File: config.mk
export PLATFORM = sky130hd
export DESIGN_NAME = lsb_pattern_detector
export DESIGN_NICKNAME = d
export VERILOG_FILES = /design/src/rtl/lpd_pkg.sv /design/src/rtl/lpd_next_state.sv /design/src/rtl/lpd_state_reg.sv /design/src/rtl/lpd_output_reg.sv /design/src/rtl/lsb_pattern_detector.sv
export SDC_FILE = /design/constraint.sdc
export NUM_CORES = 1
export LEC_CHECK = 0
export ABC_AREA = 1
export ABC_CLOCK_PERIOD_IN_PS = 900
export BUFFER_PORTS_ARGS = -buffer_cell sky130_fd_sc_hd__buf_2
export CAP_MARGIN = 20
export CELL_PAD_IN_SITES_DETAIL_PLACEMENT = 1
export CELL_PAD_IN_SITES_GLOBAL_PLACEMENT = 1
export CORE_AREA = 2 2 39 41
export CTS_CLUSTER_DIAMETER = 50
export CTS_CLUSTER_SIZE = 10
export DETAILED_ROUTE_END_ITERATION = 7
export DIE_AREA = 0 0 41 43
export MAX_ROUTING_LAYER = met4
export PLACE_DENSITY = 0.4
export SLEW_MARGIN = 20
export SYNTH_ARGS = -nofsm -noshare
export SYNTH_HDL_FRONTEND = slang
export SYNTH_SLANG_ARGS = --single-unit
File: constraint.sdc
create_clock -name clk -period 0.9 [get_ports clk]
set_clock_uncertainty 0.15 [all_clocks]
set_input_delay 0.18 -clock clk [delete_from_list [all_inputs] [get_ports clk]]
set_output_delay 0.18 -clock clk [all_outputs]
set_load 0.02 [all_outputs]
File: src/rtl/lpd_pkg.sv
package lpd_pkg;

    localparam int STATE_W = 3;

    typedef enum logic [STATE_W-1:0] {
        ST_IDLE     = 3'd0,
        ST_SEEN_1   = 3'd1,
        ST_SEEN_11  = 3'd2,
        ST_SEEN_110 = 3'd3,
        ST_MATCH    = 3'd4
    } lpd_state_e;

endpackage

File: src/rtl/lpd_next_state.sv
module lpd_next_state
    import lpd_pkg::*;
(
    input  lpd_state_e cur,
    input  logic       bit_in,
    output lpd_state_e nxt
);

    always_comb begin
        nxt = ST_IDLE;
        unique case (cur)
            ST_IDLE:     nxt = bit_in ? ST_SEEN_1   : ST_IDLE;
            ST_SEEN_1:   nxt = bit_in ? ST_SEEN_11  : ST_IDLE;
            // an extra 1 keeps the two newest ones as a valid start
            ST_SEEN_11:  nxt = bit_in ? ST_SEEN_11  : ST_SEEN_110;
            ST_SEEN_110: nxt = bit_in ? ST_MATCH    : ST_IDLE;
            // non-overlapping: behave exactly as from idle
            ST_MATCH:    nxt = bit_in ? ST_SEEN_1   : ST_IDLE;
            default:     nxt = ST_IDLE;
        endcase
    end

endmodule

File: src/rtl/lpd_state_reg.sv
module lpd_state_reg
    import lpd_pkg::*;
(
    input  logic       clk,
    input  logic       rst,
    input  lpd_state_e nxt,
    output lpd_state_e cur
);

    always_ff @(posedge clk) begin
        if (rst) begin
            cur <= ST_IDLE;
        end else begin
            cur <= nxt;
        end
    end

endmodule

File: src/rtl/lpd_output_reg.sv
module lpd_output_reg
    import lpd_pkg::*;
(
    input  logic       clk,
    input  logic       rst,
    input  lpd_state_e nxt,
    output logic       flag
);

    // registered copy of the Moore decode, aligned with the state register
    always_ff @(posedge clk) begin
        if (rst) begin
            flag <= 1'b0;
        end else begin
            flag <= (nxt == ST_MATCH);
        end
    end

endmodule

File: src/rtl/lsb_pattern_detector.sv
module lsb_pattern_detector
    import lpd_pkg::*;
(
    input  logic clk,
    input  logic rst,
    input  logic ser_in,
    output logic hit
);

    lpd_state_e state_q;
    lpd_state_e state_d;

    lpd_next_state u_next (
        .cur    (state_q),
        .bit_in (ser_in),
        .nxt    (state_d)
    );

    lpd_state_reg u_state (
        .clk (clk),
        .rst (rst),
        .nxt (state_d),
        .cur (state_q)
    );

    lpd_output_reg u_out (
        .clk  (clk),
        .rst  (rst),
        .nxt  (state_d),
        .flag (hit)
    );

endmodule

## After elaboration in Yosys (flattened, before gate mapping)

Cells that the tools add are included.

- Bits in registers: 4
- Logic and storage cells: 14
- Input port bits: 3
- Output and inout bits: 1

- Reduce and logical (&&, ||, !) cells: 2
- Equality and inequality tests: 5
- Multiplexer cells: 5

Operators by type and width:

| operator | count |
|---|---|
| one-hot mux 3 bit (4 select lines) | 1 |
| equality test 3 x 2 -> 1 bit, second input constant | 2 |
| equality test 3 bit, second input constant | 2 |
| equality test 3 x 1 -> 1 bit, second input constant | 1 |
| logical NOT 3 bit | 1 |
| two-way mux 3 bit | 1 |
| two-way mux 1 bit | 2 |
| two-way mux 2 bit | 1 |
| OR reduction 2 bit | 1 |

## Longest topological paths before layout

Gate-level depths: netlist of run 1.

- Depth in word-level cells: 4
- Mapped depth: 4
- Mapped depth without buffers: 4

## Cells and area by module

From an unflattened synthesis of run 1, not the netlist that was laid out.

- Cells, all modules: 30
- Area total of the unflattened synthesis: 182.7 sq um

Modules (own cells, without submodules):

| module | times used | cells each | area each (sq um) | seq. area each (sq um) |
|---|---|---|---|---|
| lpd_state_reg | 1 | 9 | 82.6 | 60.1 |
| lpd_next_state | 1 | 14 | 57.6 | 0.0 |
| lpd_output_reg | 1 | 7 | 42.5 | 20.0 |

## Worst setup path before layout of run 1

Ideal clock, no wire load.

- Path kind: reg2reg
- From: register u_state.cur[1]
- To: register u_out.flag
- Period minus slack after synthesis: 788 ps
- Slack: 112 ps
- Buffers on the path: 0
- Data required time: 635 ps
- Stages on the path, launching flop included: 4
- Library setup time: 115 ps
- Arrival time: 523 ps
- Cells stage by stage: dfxtp_1 -> nand2_1 -> nor2_1 -> and2_1

- Cells in the longest elaborated chain, start to end: 4
- Elaborated cells between the ends (all ways): 8
- Those cells by class: eq/ne (5); mux (1); reduce/logical (2)

Ends and longest elaborated chain:

| element | line | text |
|---|---|---|
| start, declared | lpd_state_reg.sv:7 | `output lpd_state_e cur` |
| start signal, assigned | lpd_state_reg.sv:14 | `cur <= nxt;` |
| equality test 3 bit or logical NOT 3 bit (tied branches) | lpd_next_state.sv:11 | `unique case (cur)` |
| OR reduction 2 bit (no source line) | -- |  |
| one-hot mux 3 bit (4 select lines) (*) | lpd_next_state.sv:11 |  |
| equality test 3 bit (*) | lpd_output_reg.sv:15 | `flag <= (nxt == ST_MATCH);` |
| end signal, assigned | lpd_output_reg.sv:15 |  |
| end, declared | lpd_output_reg.sv:7 | `output logic flag` |

Mark *: on every way between the ends. The rest lies on a longest branch, timed or not.
A chain may end at the register's enable or synchronous reset.

## Final worst setup path of run 1

- From: register u_out.flag
- To: output port hit

RTL lines:

| element | line | text |
|---|---|---|
| end, declared | lsb_pattern_detector.sv:7 | `output logic hit` |

No word-level cell between the ends.

==> results of run 1 <==
## power by group through the flow
stage / logic (mW) / registers (mW) / clock network (mW)
after floorplan: 0.0164 / 0.192 / 0
after detailed placement: 0.0261 / 0.193 / 0
after CTS: 0.0271 / 0.190 / 0.235
after global placement: 0.0261 / 0.193 / 0
after global routing: 0.0335 / 0.194 / 0.246
final: 0.0291 / 0.193 / 0.217
## cell usage in the layout, fill, tap and decap left out
cell      instances
dfxtp_2           3
inv_1             2
a21oi_1           1
buf_2             2
dfxtp_1           1
nor2_4            1
nand2_2           1
nor2_1            5
nand2_1           3
nor2_2            1
and2_1            2
buf_6             1
clkbuf_4          3
## cell type report
| cell class | instances | area share, % |
|---|---|---|
| multi-input combinational | 14 | 31.49 |
| timing repair buffer | 3 | 9.392 |
| clock buffer | 3 | 9.945 |
| sequential | 4 | 37.02 |
| tap | 16 | 8.840 |
| inverter | 2 | 3.315 |
## repair_timing
item                                    4_1_cts  5_1_grt
hold endpoints to repair                      0        0
pin swaps                                     0        1
hold buffers                                  0        0
endpoints found under the setup margin        3        4
gates resized for setup                       4        5
## state kept, by name (all words and copies together) (netlist names)
signal and cells:
u_state.cur 3, u_out.flag 1
## cell families after synthesis
| group | count (synthesis) |
|---|---|
| buf+inv | 2 |
| flops | 4 |
| simple gates | 13 |
| compound gates | 1 |
## worst paths after layout
path | startpoint | end | slack (ns) | depth (start not counted)
worst max-delay path | u_out.flag | hit | -0.09 | 1
worst min-delay path | rst | u_state.cur[0] | 0.07 | 4
worst max register to register | u_state.cur[0] | u_out.flag | 0.05 | 3
worst min register to register | u_state.cur[1] | u_state.cur[1] | 0.33 | 2
## layer usage
layer  up-vias  global-route usage (%)  share of wire, %
met3         0                   3.141                10
met2         4                   6.563                41
met5         -                       -                 0
met4         0                   4.000                 0
met1        61                   5.751                48
li1         71                       -                 -
## metrics by stage
stage               hold WS [ns]  setup TNS [ns]
floorplan                 0.1734               0
finish                   0.06550        -0.09209
global route             0.08185         -0.1199
detailed placement        0.3061       -0.008911
global placement          0.3061               0
CTS                      0.05550         -0.1032
==> flow_metrics.py, run 1 <==
metrics = {
    "final_layout": {
        "multi_input_area_um2": 71.32,
        "seq_area_um2": 83.83,
        "finalCoreUtilization_pct": 16.37,
        "syn2layout_area_growth_pct": 54.70,
        "nets": 31,
        "final_cells": 42,
        "drive_gt1_share_pct": 46.15,
        "postLayoutCellArea_um2": 226.5,
        "fillers": 168,
        "num_antenna_cells": 0,
    },
    "drt": {
        "via_per_inst": 3.238,
        "first_iter_violations": 0,
        "drtPass1Iterations": 1,
        "drtAntennaViolNets": 0,
        "num_vias": 136,
        "detail_route.wl_per_cell_um": 7.524,
        "drc": 0,
        "totalWireLength_um": 316,
    },
    "synth": {
        "synthArstFlopShare_pct": 0,
        "yosysTopAreaCell": "dfxtp_1",
        "synth_top_area_share_pct": 54.70,
        "synth_cells": 20,
        "synth-compound-area-share_pct": 3.419,
        "yosysSeqAreaShare_pct": 54.70,
        "synth.distinct_cells": 6,
        "yosysWarnings": 0,
        "synthFlopType": "dfxtp_1",
        "synth_top_family_by_area": "simple AND/OR/NAND/NOR gates",
        "synthAdderAreaFrac_pct": 0,
        "syn_area_um2": 146.4,
        "synth_xor_area_share_pct": 0,
        "synth_edf_count": 0,
        "syn_area_per_cell_um2": 7.320,
        "synthSimpleGateAreaFrac_pct": 36.75,
        "ys_ff_latch": 4,
        "muxShareOfSynthArea_pct": 0,
        "synth_nets": 23,
        "synthTopCellsByCount": "7 x nor2_1, 4 x dfxtp_1, 4 x nand2_1",
        "post-synth-top-count-cell": "nor2_1",
        "synth_area_leaders": "dfxtp_1 55%, nor2_1 18%, nand2_1 10%, and2_1 8.5%, inv_1 5.1%",
    },
    "critical_path": {
        "critical-path-top-delay-family": "flip-flops",
        "worst-path-buf-inv": 1,
        "max_stage_delay_ns": 0.31,
        "critical_path.max_fanout": 1,
        "arrival_ns": 0.66,
        "path_cells": "buf_6",
        "startpoint_type": "register",
        "criticalPathCategory": "reg -> out",
        "cp-end-kind": "primary output",
        "cp_data_required_time_ns": 0.57,
        "cp_slowest_cell": "dfxtp_2",
    },
    "place": {
        "place_area_um2": 181.4,
        "pre_cts_slack_ns": -0.007410,
        "port_buffers": 3,
        "gp_congestion": 0.5708,
        "post-place-cells": 39,
    },
    "sta": {
        "rsz0062_at_grt": "yes",
        "final.setup.worst_slack_ns": -0.09209,
        "slew_headroom_pct": 91.98,
        "hold_viol": 0,
        "setup_viol": 1,
        "drv_slew": 0,
        "period_needed_ns": 0.9921,
        "tightest_slew_ns": 0.1202,
        "fin_crit_sh_pct": 110.2,
        "max_freq_mhz": 1008,
    },
    "power": {
        "seq_power_share_pct": 43.9,
        "p_leak_nw": 0.09899,
        "ir_drop_uv": 366.2,
        "p_sw_uw": 91.11,
        "intPower_uw": 348.3,
        "power_uw": 439.4,
        "powerDensity_nw_per_um2": 1940,
        "swShare_pct": 20.74,
        "clkPwrFrac_pct": 49.5,
        "p_comb_share_pct": 6.6,
    },
    "floorplan": {
        "dieArea_um2": 1763,
        "coreArea_um2": 1384,
        "die_w_um": 41,
        "placementRows": 14,
        "floorplan.initialDensity_pct": 10.58,
        "ios": 4,
        "dieHeight_um": 43,
    },
    "clock_tree": {
        "cts_inserted_buffers": 3,
        "h-tree-depth": 1,
        "cts_tree": "done",
        "insertion_delay_ns": 0.23,
        "clock_sinks": 4,
        "cts_root_buf": "clkbuf_4",
        "clk_pin_slew_ns": 0.04,
        "cts_setup_buffers": 0,
        "clockBufferDepth": 2,
    },
    "global_route": {
        "grt_max_degree": 4,
        "grt_pass1_vias": 166,
        "grt_use_total_pct": 5.236,
        "grt_pass1_wl_um": 572,
        "grt_antenna_before_repair": 0,
        "grt_remaining_overflow": 0,
    },
    "min_path": {
        "hold_path_class": "in -> reg",
    },
    "status": {
        "status": "complete, but fails checks",
        "violations": "setup timing",
    },
    "job": {
        "cap_violations": 0,
    },
}
Power figures use the tool's default switching activity.
==> run 2: changes to the inputs <==
Settings changed: CTS_BUF_LIST set to sky130_fd_sc_hd__clkbuf_16.
==> run 2 against run 1 <==
The flow still finishes with violations (setup timing). Wire length is 7.0% higher. Core utilization is 3.8 points higher. Cell count stayed put. Sequential cell count stayed put. Cell area is 23% higher. Count of clock-buffer cells in the layout stayed put. Non-clock buffer count stayed put. Sequential share of layout area is 7.0 points lower. Fmax is 1.1% higher. Setup slack better by 0.011 ns. Worst hold slack better by 0.0088 ns. Clock power grew to 3.2 times the previous value.
==> flow_metrics.py, run 2 (synthesis gave the netlist of run 1 again) <==
metrics = {
    "min_path": {
        "hold_path_class": "in -> reg",
        "whs_path_depth": 4,
    },
    "global_route": {
        "grt_pass1_wl_um": 607,
        "grt_pass1_vias": 173,
        "grt_use_total_pct": 5.852,
        "grt_remaining_overflow": 0,
        "grt_max_degree": 4,
        "grt_antenna_before_repair": 0,
    },
    "clock_tree": {
        "cts_tree": "done",
        "insertion_delay_ns": 0.22,
        "clock_sinks": 4,
        "clk_pin_slew_ns": 0.03,
        "cts_setup_buffers": 0,
        "hold_buffers": 0,
        "cts_root_buf": "clkbuf_16",
        "clockBufferDepth": 2,
        "cts_inserted_buffers": 3,
        "h-tree-depth": 1,
    },
    "place": {
        "port_buffers": 3,
        "post-place-cells": 39,
        "gp_congestion": 0.5708,
        "pre_cts_slack_ns": -0.007410,
    },
    "status": {
        "status": "complete, but fails checks",
        "violations": "setup timing",
    },
    "critical_path": {
        "worst-path-buf-inv": 1,
        "max_stage_delay_ns": 0.31,
        "criticalPathCategory": "reg -> out",
        "critical_path_cell_count": 1,
        "cp-end-kind": "primary output",
        "arrival_ns": 0.65,
        "critical_path.max_fanout": 1,
        "path_cells": "buf_6",
        "critical-path-top-delay-family": "flip-flops",
        "cp_data_required_time_ns": 0.57,
        "startpoint_type": "register",
        "cp_slowest_cell": "dfxtp_2",
        "r2r_cells": 3,
    },
    "power": {
        "swShare_pct": 15.60,
        "clkPwrFrac_pct": 75.5,
        "intPower_uw": 766.9,
        "seq_power_share_pct": 21.3,
        "powerDensity_nw_per_um2": 3257,
        "p_sw_uw": 141.8,
        "p_comb_share_pct": 3.2,
        "ir_drop_uv": 874.5,
        "p_leak_nw": 0.1222,
    },
    "sta": {
        "tightest_slew_ns": 0.1200,
        "max_freq_mhz": 1019,
        "rsz0062_at_grt": "yes",
        "final.setup.worst_slack_ns": -0.08145,
        "hold_viol": 0,
        "drv_slew": 0,
        "slew_headroom_pct": 91.99,
        "setup_viol": 1,
        "fin_crit_sh_pct": 109.0,
        "period_needed_ns": 0.9814,
    },
    "drt": {
        "drtPass1Iterations": 1,
        "totalWireLength_um": 338,
        "first_iter_violations": 0,
        "detail_route.wl_per_cell_um": 8.048,
        "via_per_inst": 3.286,
        "drc": 0,
        "drtAntennaViolNets": 0,
        "num_vias": 138,
    },
    "final_layout": {
        "num_antenna_cells": 0,
        "mostFrequentLayoutCells": "5 x nor2_1, 3 x nand2_1, 3 x clkbuf_16, 3 x dfxtp_2",
        "top_regs": "u_state.cur (3), u_out.flag (1)",
        "nets": 31,
        "largest_reg_flops": 3,
        "syn2layout_area_growth_pct": 90.60,
        "finalCoreUtilization_pct": 20.16,
        "top_register": "u_state.cur",
        "layout_commonest_cell": "nor2_1",
        "final_cells": 42,
        "drive_gt1_share_pct": 46.15,
    },
    "job": {
        "cap_violations": 0,
    },
    "floorplan": {
        "dieHeight_um": 43,
        "ios": 4,
        "coreArea_um2": 1384,
        "placementRows": 14,
        "dieArea_um2": 1763,
        "die_w_um": 41,
        "floorplan.initialDensity_pct": 10.58,
    },
}
run 2: cell types whose count changed in the layout (fill, tap and decap cells not counted):
cell       previous run  this run
clkbuf_16             0         3
clkbuf_4              3         0
run 2: per-stage QoR:
step / setup TNS (ns) / hold WS, ns / cell area, um2 / power, mW
2_1_floorplan: 0 / 0.1734 / 146.4 / 0.2081
3_3_place_gp: 0 / 0.3061 / 181.4 / 0.2186
3_5_place_dp: -0.008911 / 0.3061 / 181.4 / 0.2191
4_1_cts: -0.08540 / 0.07254 / 266.5 / 0.9224
5_1_grt: -0.09756 / 0.1029 / 279.0 / 0.9371
6_report: -0.08145 / 0.07430 / 279.0 / 0.9086
run 2: worst register-to-register path: cells and delay by family (launching register included):
kind          cells  cell delay (ns)
flops             1             0.34
simple gates      3             0.29
run 2: final timing paths:
check / from / end / slack [ns]
worst max-delay path: u_out.flag / hit / -0.08
worst min-delay path: rst / u_state.cur[0] / 0.07
worst max register to register: u_state.cur[0] / u_out.flag / 0.05
worst min register to register: u_state.cur[1] / u_state.cur[1] / 0.34
run 2: power by group through the flow:
| stage | registers (mW) | clock network, mW | logic, mW |
|---|---|---|---|
| floorplan | 0.192 | 0 | 0.0164 |
| global placement | 0.193 | 0 | 0.0261 |
| detailed placement | 0.193 | 0 | 0.0261 |
| global route | 0.195 | 0.709 | 0.0339 |
| CTS | 0.191 | 0.704 | 0.0275 |
| finish | 0.193 | 0.686 | 0.0294 |
run 2: what timing repair did:
action | in CTS | in global routing
resized for setup | 4 | 5
setup endpoints to repair | 3 | 4
pin swaps | 0 | 1
run 2: metal layers:
layer | routed length [um] | vias to the layer above | global-route usage (%) | part of all wire [%]
met1 | 156 | 63 | 5.751 | 46
met3 | 31 | 0 | 3.141 | 9.2
met2 | 150 | 4 | 7.500 | 44
met4 | 0 | 0 | 6.000 | 0
li1 | - | 71 | - | -
met5 | 0 | - | - | 0
run 2: cell type report:
type / instances / area [um2]
inverters: 2 / 7.507
clock buffers: 3 / 75.07
flip-flops and latches: 4 / 83.83
repair buffers: 3 / 21.27
multi-input cells: 14 / 71.32
fillers: 166 / 1105
well taps: 16 / 20.02
==> run 3: changes to the inputs <==
Settings changed: GPL_TIMING_DRIVEN set to 0, PLACE_DENSITY 0.4 to not set, PLACE_DENSITY_LB_ADDON set to 0.1.
==> run 3 against run 2 <==
The flow still finishes with violations (setup timing). Cell area down 2.7%. Power down 0.52%. Core utilization down 0.54 points. Critical path depth unchanged. Sequential cell count unchanged. Critical endpoint unchanged. Global-route usage down 0.82 points. Die area unchanged. First-iteration DRC count unchanged. Register-to-register slack better by 0.03 ns. Sequential share of layout area up 0.83 points.
==> flow_metrics.py, run 3 (synthesis gave the netlist of run 1 again) <==
metrics = {
    "floorplan": {
        "floorplan.initialDensity_pct": 10.58,
        "placementRows": 14,
        "die_w_um": 41,
        "coreArea_um2": 1384,
        "ios": 4,
        "dieHeight_um": 43,
        "dieArea_um2": 1763,
    },
    "power": {
        "powerDensity_nw_per_um2": 3329,
        "p_leak_nw": 0.1224,
        "ir_drop_uv": 891.4,
    },
    "final_layout": {
        "syn2layout_area_growth_pct": 85.47,
        "num_antenna_cells": 0,
        "largest_reg_flops": 3,
        "drive_gt1_share_pct": 42.31,
        "nets": 31,
        "layout_commonest_cell": "nor2_1",
        "top_register": "u_state.cur",
        "top_regs": "u_state.cur (3), u_out.flag (1)",
        "postLayoutCellArea_um2": 271.5,
        "mostFrequentLayoutCells": "6 x nor2_1, 3 x nand2_1, 3 x clkbuf_16, 3 x dfxtp_2",
    },
    "clock_tree": {
        "cts_tree": "done",
        "cts_root_buf": "clkbuf_16",
        "cts_inserted_buffers": 3,
        "hold_buffers": 0,
        "insertion_delay_ns": 0.22,
        "clock_sinks": 4,
        "h-tree-depth": 1,
        "clockBufferDepth": 2,
        "clk_pin_slew_ns": 0.03,
    },
    "drt": {
        "detail_route.wl_per_cell_um": 7.357,
        "first_iter_violations": 0,
        "via_per_inst": 3.024,
        "num_vias": 127,
        "drtAntennaViolNets": 0,
        "drc": 0,
        "drtPass1Iterations": 1,
        "totalWireLength_um": 309,
    },
    "sta": {
        "drv_slew": 0,
        "hold_viol": 0,
        "tightest_slew_ns": 0.1621,
        "final.setup.worst_slack_ns": -0.07195,
        "slew_headroom_pct": 89.16,
        "period_needed_ns": 0.9720,
        "setup_viol": 1,
        "fin_crit_sh_pct": 108.0,
        "rsz0062_at_grt": "yes",
        "max_freq_mhz": 1029,
    },
    "global_route": {
        "grt_pass1_vias": 140,
        "grt_remaining_overflow": 0,
        "grt_use_total_pct": 5.036,
        "grt_max_degree": 4,
        "grt_antenna_before_repair": 0,
        "grt_pass1_wl_um": 503,
    },
    "place": {
        "gp_congestion": 0.5845,
        "place_area_um2": 181.4,
        "pre_cts_slack_ns": 0.01627,
        "port_buffers": 3,
    },
    "critical_path": {
        "max_stage_delay_ns": 0.30,
        "criticalPathCategory": "reg -> out",
        "arrival_ns": 0.64,
        "cp_data_required_time_ns": 0.57,
        "path_cells": "buf_6",
        "worst-path-buf-inv": 1,
        "cp_slowest_cell": "dfxtp_2",
        "critical-path-top-delay-family": "flip-flops",
        "critical_path.max_fanout": 1,
        "startpoint_type": "register",
        "cp-end-kind": "primary output",
    },
    "status": {
        "status": "complete, but fails checks",
        "violations": "setup timing",
    },
    "min_path": {
        "hold_path_class": "in -> reg",
    },
    "job": {
        "cap_violations": 0,
    },
}
## run 3: cell count changes in the layout (fill, tap and decap cells not counted)
cell | before | now
nor2_1 | 5 | 6
nor2_4 | 1 | 0
## run 3: where the power goes
part           switching [mW]  leakage (nW)  internal (mW)
Combinational          0.0145        0.0516         0.0120
Sequential            0.00559        0.0338          0.187
Clock                   0.118        0.0370          0.567
Total                   0.138         0.122          0.766
## run 3: metal layers
layer	track usage, %	vias up	part of all wire (%)
li1	-	71	-
met1	5.128	54	44
met2	5.313	2	50
met3	2.094	0	6.1
met4	8.000	0	0
met5	-	-	0
## run 3: final timing paths
kind | from | endpoint | slack (ns) | cells after the start
setup reg to reg | u_state.cur[1] | u_out.flag | 0.08 | 3
setup / recovery | u_out.flag | hit | -0.07 | 1
hold reg to reg | u_state.cur[1] | u_state.cur[1] | 0.33 | 2
hold / removal | rst | u_state.cur[0] | 0.06 | 4
## run 3: per-stage QoR
step	util [%]	instances	total power, mW	setup TNS [ns]	hold slack (ns)
6_report	19.62	42	0.9039	-0.07195	0.06124
5_1_grt	19.62	42	0.9398	-0.08401	0.08330
4_1_cts	19.08	42	0.9178	-0.07948	0.06961
3_5_place_dp	13.11	39	0.2186	0	0.3010
3_3_place_gp	13.11	39	0.2190	0	0.2933
2_1_floorplan	-	20	0.2081	0	0.1734
## run 3: final cells by class
cell class / instances / area [um2]
timing repair buffer: 3 / 21.27
multi-input combinational: 14 / 63.81
fill: 166 / 1112
tap: 16 / 20.02
inverter: 2 / 7.507
clock buffer: 3 / 75.07
sequential: 4 / 83.83
## run 3: what timing repair did
item | 4_1_cts | 5_1_grt
setup endpoints to repair | 1 | 3
buffers inserted | 0 | 0
gates resized for setup | 3 | 4
pin swaps | 0 | 0
